$ cat src/rtl/dbus_decoder_pkg.sv
`timescale 1ns/1ps
package dbus_decoder_pkg;
  parameter int INSTR_W  = 16;
  parameter int DATA_W   = 16;
  parameter int DEV_ID_W = 5;
  parameter int IMM_W    = 10;
  parameter int FUNC_W   = 4;
  localparam int NUM_DEV = 1 << DEV_ID_W;
  localparam int OP_W    = INSTR_W - 2 * DEV_ID_W;

  localparam logic [OP_W-1:0] OP_MOVE = 6'b010000;
  localparam logic [OP_W-1:0] OP_ALU  = 6'b001000;

  typedef enum logic [1:0] {
    FMT_ILLEGAL = 2'd0,
    FMT_STORE   = 2'd1,
    FMT_MOVE    = 2'd2,
    FMT_ALU     = 2'd3
  } fmt_e;

  typedef struct packed {
    logic [DEV_ID_W-1:0] src;
    logic [DEV_ID_W-1:0] dst;
    logic [IMM_W-1:0]    imm;
    logic                mode;
    logic [FUNC_W-1:0]   func;
  } fields_t;

  function automatic fmt_e classify(input logic [INSTR_W-1:0] w);
    if (w[INSTR_W-1])                                   return FMT_STORE;
    else if (w[INSTR_W-1 -: OP_W] == OP_MOVE)           return FMT_MOVE;
    else if (w[INSTR_W-1 -: OP_W] == OP_ALU)            return FMT_ALU;
    else                                                return FMT_ILLEGAL;
  endfunction

  function automatic logic [DATA_W-1:0] zext_imm(input logic [IMM_W-1:0] v);
    return {{(DATA_W-IMM_W){1'b0}}, v};
  endfunction
endpackage

$ cat src/rtl/instr_hold.sv
`timescale 1ns/1ps
module instr_hold
  import dbus_decoder_pkg::*;
(
  input  logic               clk,
  input  logic               rst_n,
  input  logic               load,
  input  logic [INSTR_W-1:0] word_in,
  output logic [INSTR_W-1:0] word_q,
  output logic               valid_q
);
  always_ff @(posedge clk or negedge rst_n) begin
    if (!rst_n) begin
      word_q  <= '0;
      valid_q <= 1'b0;
    end else if (load) begin
      word_q  <= word_in;
      valid_q <= 1'b1;
    end
  end
endmodule

$ cat src/rtl/field_split.sv
`timescale 1ns/1ps
module field_split
  import dbus_decoder_pkg::*;
(
  input  logic [INSTR_W-1:0] word,
  output fmt_e               fmt,
  output fields_t            flds
);
  always_comb begin
    fmt       = classify(word);
    flds.dst  = word[DEV_ID_W-1:0];
    flds.src  = word[2*DEV_ID_W-1:DEV_ID_W];
    flds.imm  = word[IMM_W+DEV_ID_W-1:DEV_ID_W];
    flds.func = word[FUNC_W+DEV_ID_W-1:DEV_ID_W];
    flds.mode = word[FUNC_W+DEV_ID_W];
  end
endmodule

$ cat src/rtl/dev_onehot.sv
`timescale 1ns/1ps
module dev_onehot
  import dbus_decoder_pkg::*;
(
  input  logic                en,
  input  logic [DEV_ID_W-1:0] id,
  output logic [NUM_DEV-1:0]  vec
);
  genvar i;
  generate
    for (i = 0; i < NUM_DEV; i++) begin : g_dev
      if (i == 0) begin : g_null
        // null device never receives an enable
        assign vec[i] = 1'b0;
      end else begin : g_real
        assign vec[i] = en && (id == DEV_ID_W'(i));
      end
    end
  endgenerate
endmodule

$ cat src/rtl/dbus_decoder.sv
`timescale 1ns/1ps
module dbus_decoder
  import dbus_decoder_pkg::*;
(
  input  logic         clk,
  input  logic         rst_n,
  input  logic         instr_load,
  input  logic [15:0]  instr_in,
  input  logic         exec_en,
  output logic [31:0]  oe_vec,
  output logic [31:0]  we_vec,
  output logic         imm_drive,
  output logic [15:0]  imm_data,
  output logic         alu_oe,
  output logic         alu_mode,
  output logic [3:0]   alu_func,
  output logic         illegal
);
  logic [INSTR_W-1:0] ir_q;
  logic               ir_valid;
  fmt_e               dec_fmt;
  fields_t            flds;
  logic               run;
  logic               do_store, do_move, do_alu, do_write;
  logic [DEV_ID_W-1:0] wr_id;

  instr_hold u_hold (
    .clk     (clk),
    .rst_n   (rst_n),
    .load    (instr_load),
    .word_in (instr_in),
    .word_q  (ir_q),
    .valid_q (ir_valid)
  );

  field_split u_split (
    .word (ir_q),
    .fmt  (dec_fmt),
    .flds (flds)
  );

  assign run      = exec_en && ir_valid;
  assign do_store = run && (dec_fmt == FMT_STORE);
  assign do_move  = run && (dec_fmt == FMT_MOVE);
  assign do_alu   = run && (dec_fmt == FMT_ALU);
  assign do_write = do_store || do_move || do_alu;
  assign wr_id    = flds.dst;

  dev_onehot u_oe (
    .en  (do_move),
    .id  (flds.src),
    .vec (oe_vec)
  );

  dev_onehot u_we (
    .en  (do_write),
    .id  (wr_id),
    .vec (we_vec)
  );

  always_comb begin
    imm_drive = do_store;
    imm_data  = do_store ? zext_imm(flds.imm) : '0;
    alu_oe    = do_alu;
    alu_mode  = do_alu && flds.mode;
    alu_func  = do_alu ? flds.func : '0;
    illegal   = run && (dec_fmt == FMT_ILLEGAL);
  end
endmodule

$ cat config.mk
export PLATFORM = sky130hd
export DESIGN_NAME = dbus_decoder
export DESIGN_NICKNAME = d
export VERILOG_FILES = /design/src/rtl/dbus_decoder_pkg.sv /design/src/rtl/instr_hold.sv /design/src/rtl/field_split.sv /design/src/rtl/dev_onehot.sv /design/src/rtl/dbus_decoder.sv
export SDC_FILE = /design/constraint.sdc
export NUM_CORES = 1
export LEC_CHECK = 0
export CELL_PAD_IN_SITES_DETAIL_PLACEMENT = 1
export CELL_PAD_IN_SITES_GLOBAL_PLACEMENT = 1
export CORE_ASPECT_RATIO = 1.75
export CORE_MARGIN = 2
export CORE_UTILIZATION = 23
export DETAILED_ROUTE_END_ITERATION = 7
export GPL_ROUTABILITY_DRIVEN = 0
export GPL_TIMING_DRIVEN = 1
export PLACE_DENSITY = 0.88
export SLEW_MARGIN = 0
export SYNTH_ARGS = -nofsm -noshare
export SYNTH_HDL_FRONTEND = slang
export SYNTH_SLANG_ARGS = --single-unit
$ cat constraint.sdc
create_clock -name clk -period 1.8 [get_ports clk]
set_clock_uncertainty 0.05 [all_clocks]
set_input_delay 0.27 -clock clk [delete_from_list [all_inputs] [get_ports clk]]
set_output_delay 0.27 -clock clk [all_outputs]
set_load 0.02 [all_outputs]
* After elaboration in Yosys (flattened, before gate mapping)
Index checks and enable logic that the tools add are counted. Widths: inputs -> output; s select.
Word-level totals: bits in registers 17, input bits 20, output and inout port bits 88, word-level logic and storage cells 145
Operators by class: eq/ne operators 67, muxes and demuxes 5, reduce and logical (&&, ||, !) cells 71
Operators by type and width (number):
- $eq 5x5->1 const B | 32
- $eq 5x4->1 const B | 16
- $logic_and 1x1->1 | 68
- $eq 5x3->1 const B | 8
- $eq 5x2->1 const B | 4
- $eq 5x1->1 const B | 2
- $mux 10 | 1
- $eq 6x4->1 const B | 1
- $eq 6x5->1 const B | 1
- $mux 2 | 3
- $eq 2x2->1 const B | 2
- $mux 4 | 1
- $eq 2x1->1 const B | 1
- $logic_not 2->1 | 1
- $logic_or 1x1->1 | 2

* Depth between registers and ports, before layout
word-level depth 9, mapped depth 4

* Hierarchy
From an unflattened synthesis, not the netlist that was laid out.
Unflattened totals: cell total of the unflattened synthesis 192, area, all modules 1605.3 um^2
By module, submodules not included:
- instr_hold | times used 1, cells each 36, area each 676.9 um^2, sequential area each 425.4 um^2
- dev_onehot | times used 2, cells each 48, area each 237.7 um^2, sequential area each 0.0 um^2
- field_split | times used 1, cells each 30, area each 231.5 um^2, sequential area each 0.0 um^2
- dbus_decoder | times used 1, cells each 30, area each 221.5 um^2, sequential area each 0.0 um^2

* Worst setup path before layout
Ideal clock, no wire load.
path kind register to output, start point register u_hold.word_q[12], end point output port we_vec[26], arrival 1.644 ns, required time 1.480 ns, path slack -0.164 ns, cell stages (with the launch flop) 5, path buffers 1, cells stage by stage dfrtp_1 -> nor3_4 -> a21oi_2 -> buf_6 -> nor4b_1
Between the ends: cells in the longest elaborated chain, start to end 9
RTL lines:
- from (decl) | RTL line instr_hold.sv:9 | output logic [INSTR_W-1:0] word_q,
- from (signal assigned) | RTL line instr_hold.sv:17 | word_q <= word_in;
- $eq 6x4->1 | RTL line dbus_decoder_pkg.sv:32 | else if (w[INSTR_W-1 -: OP_W] == OP_ALU) return FMT_ALU;
- $mux 2 | RTL line dbus_decoder_pkg.sv:32
- $mux 2 * | RTL line dbus_decoder_pkg.sv:31 | else if (w[INSTR_W-1 -: OP_W] == OP_MOVE) return FMT_MOVE;
- $mux 2 * | RTL line dbus_decoder_pkg.sv:30 | if (w[INSTR_W-1]) return FMT_STORE;
- $eq 2x1->1 / $eq 2x2->1 (equally long branches) | RTL line dbus_decoder.sv:43, dbus_decoder.sv:44
- $logic_and 1x1->1 (on tied branches) | RTL line dbus_decoder.sv:43, dbus_decoder.sv:44
- $logic_or 1x1->1 | RTL line dbus_decoder.sv:46 | assign do_write = do_store || do_move || do_alu;
- $logic_or 1x1->1 * | RTL line dbus_decoder.sv:46
- $logic_and 1x1->1 * | RTL line dev_onehot.sv:16 | assign vec[i] = en && (id == DEV_ID_W'(i));
- to (decl) | RTL line dbus_decoder.sv:11 | output logic [31:0] we_vec,
Mark *: on every way between the ends. The rest lies on a longest branch, timed or not.

* Worst setup path after layout
start point register u_hold.word_q[12], end point output port we_vec[8]
The elaborated chain is that of the path after synthesis.

==> impl_metrics.sql <==
INSERT INTO impl_metrics (metric_group, metric, value, unit) VALUES
('min_path', 'hold_path.class', 'in -> async', ''),
('timing', 'period_minus_slack', '2020', 'ps'),
('run_status', 'violated_checks', 'setup timing', ''),
('grt', 'overflow', '0', ''),
('synth', 'async_flop_share', '100', '%'),
('placement', 'placedCellCount', '387', ''),
('clock_network', 'cts.sinks', '17', ''),
('synth', 'synth-seq-cells', '17', ''),
('final_layout', 'multi_input_area', '1350', 'sq um'),
('synth', 'synth-main-ff-cell', 'dfrtp_1', ''),
('placement', 'place.detailed.hpwl', '4.57', 'mm'),
('synth', 'synth-edff-count', '0', ''),
('final_layout', 'layout-drive-gt1-share', '70.9', '%'),
('clock_network', 'number_of_h_tree_branching_levels', '1', ''),
('clock_network', 'cts_made_buffers', '3', ''),
('floorplanning', 'die-area', '7120', 'sq um'),
('clock_network', 'clk_pin_slew', '70', 'ps'),
('power_and_ir_drop', 'power.total', '1.38', 'mW'),
('routing', 'first_iter_violations', '37', ''),
('timing', 'fin_crit_share', '112', '%'),
('final_layout', 'filler_cell_count', '671', ''),
('grt', 'global_route.usage.total', '16.9', '%'),
('floorplanning', 'start_util', '23.8', '%'),
('synth', 'syn_inst', '180', ''),
('power_and_ir_drop', 'powerDensity', '419', 'nW/um^2'),
('routing', 'drt-met1-wl', '2.34', 'mm'),
('run_status', 'outcome', 'finished, violations left', ''),
('worst_setup_path', 'worstSetupPathType', 'reg -> out', ''),
('grt', 'maximum_number_of_pins_on_one_net_before_global_route_repair', '27', ''),
('clock_network', 'cts_tree', 'built', ''),
('synth', 'netlist_top_cells_count', 'nor2_1 (36), dfrtp_1 (17), mux2_2 (16)', ''),
('worst_setup_path', 'crit_required', '1480', 'ps'),
('routing', 'met3_length', '291', 'um'),
('grt', 'antenna_found_initial', '0', ''),
('clock_network', 'ctsHoldBuffers', '0', ''),
('job', 'timing.max_cap.violations', '0', ''),
('floorplanning', 'fp.coreArea', '6230', 'sq um'),
('routing', 'wl_met2', '3.99', 'mm'),
('timing', 'hold_violation_total_from_the_final_report', '0', ''),
('routing', 'firstDrtPassIters', '3', ''),
('worst_setup_path', 'crit_path_start_kind', 'flip-flop', ''),
('clock_network', 'clock_insertion_delay_worst_skew', '250', 'ps'),
('clock_network', 'cts_max_path_buffers', '2', ''),
('synth', 'mappedNetlistArea', '1480', 'sq um'),
('grt', 'via_count_of_the_first_global_routing_pass', '1910', ''),
('timing', 'timing_max_transition_violations_final', '0', ''),
('synth', 'post_synth_num_cell_types', '33', ''),
('routing', 'post_drt_via_cell_ratio', '4.71', ''),
('routing', 'top_layer', 'met4', ''),
('synth', 'synth.yosys.warnings', '0', ''),
('worst_setup_path', 'cp_data_arrival_time', '1700', 'ps'),
('final_layout', 'register_area', '430', 'sq um'),
('power_and_ir_drop', 'p_leak', '1.37', 'nW'),
('worst_setup_path', 'path_max_fanout', '26', ''),
('final_layout', 'postLayoutCellArea', '3300', 'sq um'),
('timing', 'rsz_0062_raised_after_global_routing', 'true', ''),
('final_layout', 'final-instance-count-excl-fill', '400', ''),
('timing', 'postLayoutSetupSlackWorst', '-224', 'ps'),
('final_layout', 'number_of_antenna_repair_diodes', '0', ''),
('final_layout', 'layout-area-overhead-vs-synth', '123', '%'),
('synth', 'yosysMostFrequentCell', 'nor2_1', ''),
('power_and_ir_drop', 'peak_supply_drop', '350', 'uV'),
('timing', 'setup_viol', '69', ''),
('final_layout', 'nNetsFinal', '341', ''),
('placement', 'io_buffers', '99', ''),
('grt', 'grt_pass1_wl', '9.52', 'mm'),
('timing', 'fmaxAchievable', '0.494', 'GHz'),
('routing', 'route.detailed.wl_per_inst', '16.7', 'um'),
('floorplanning', 'dieHeight', '110', 'um'),
('routing', 'detail_route.wirelength', '6.67', 'mm'),
('floorplanning', 'floorplan.io_pins', '108', '');
==> where the power goes <==
group | total [mW] | switching, mW | internal (mW)
Clock | 0.293 | 0.138 | 0.156
Combinational | 0.621 | 0.319 | 0.302
Sequential | 0.469 | 0.0494 | 0.420
==> worst max-delay path, cell delays in order, from the launching register on <==
cell and delay (ps):
dfrtp_1 410, nor3_4 250, a21oi_2 100, buf_12 170
buf_4 160, nor3b_2 190, buf_4 170
==> cell type report <==
type | count | share of cell area [%]
clock inverters | 1 | 0.227
flip-flops and latches | 17 | 13.0
multi-input cells | 146 | 40.9
repair buffers | 153 | 41.6
clock buffers | 3 | 1.25
well taps | 80 | 3.03
==> per-layer routing <==
layer	global-route usage [%]	vias to the layer above
met4	2.89	0
met1	17.0	912
li1	-	890
met5	0	-
met3	1.83	5
met2	36.4	77
==> cells by family (layout without fill, tap and decap cells) <==
kind of cell | after synthesis | after routing | share of synthesized area (%)
AO/OA/AOI/OAI | 1 | 1 | 0.592
XOR/XNOR | 1 | 1 | 0.592
buffers and inverters | 24 | 157 | 9.38
flip-flops | 17 | 17 | 28.7
multiplexers | 16 | 16 | 12.2
other | 1 | 8 | 0.253
AND/OR/NAND/NOR | 120 | 120 | 48.3
==> per-stage QoR <==
stage          util (%)  setup WS [ps]  hold slack [ps]
2_1_floorplan         -           -144            -75.6
3_3_place_gp       45.8           -702              550
3_5_place_dp       45.8           -768              571
4_1_cts            47.3           -233              291
5_1_grt            53.0           -299              321
6_report           53.0           -224              285
==> cells in the final DEF (no fill, tap or decap), types with 5 or more instances in the layout <==
master | netlist | routed
and2_1 | 15 | 10
and2_4 | 0 | 5
buf_2 | 8 | 24
buf_4 | 8 | 55
buf_6 | 1 | 51
clkdlybuf4s50_1 | 0 | 18
conb_1 | 1 | 8
dfrtp_1 | 17 | 13
mux2_2 | 16 | 16
nand2_1 | 6 | 6
nor2_4 | 0 | 33
nor3_1 | 10 | 6
nor3b_2 | 1 | 5
==> what timing repair did <==
action,CTS,global route
resized for setup,470,87
pin swaps,14,25
buffers inserted,4,5
endpoints found under the setup margin,80,80
==> final timing paths <==
path | end | cells past startpoint | start
max | we_vec[8] | 6 | u_hold.word_q[12]
min | u_hold.word_q[10] | 2 | rst_n
max reg2reg | u_hold.word_q[13] | 4 | u_hold.word_q[13]
min reg2reg | u_hold.valid_q | 1 | u_hold.valid_q
max in group asynchronous | u_hold.valid_q | 2 | rst_n
min in group clk | u_hold.valid_q | 1 | u_hold.valid_q
==> registers in the layout, indices dropped and copies added (netlist names) <==
| register | flops |
|---|---|
| u_hold.word_q | 16 |
| u_hold.valid_q | 1 |
Power figures use the tool's default switching activity.
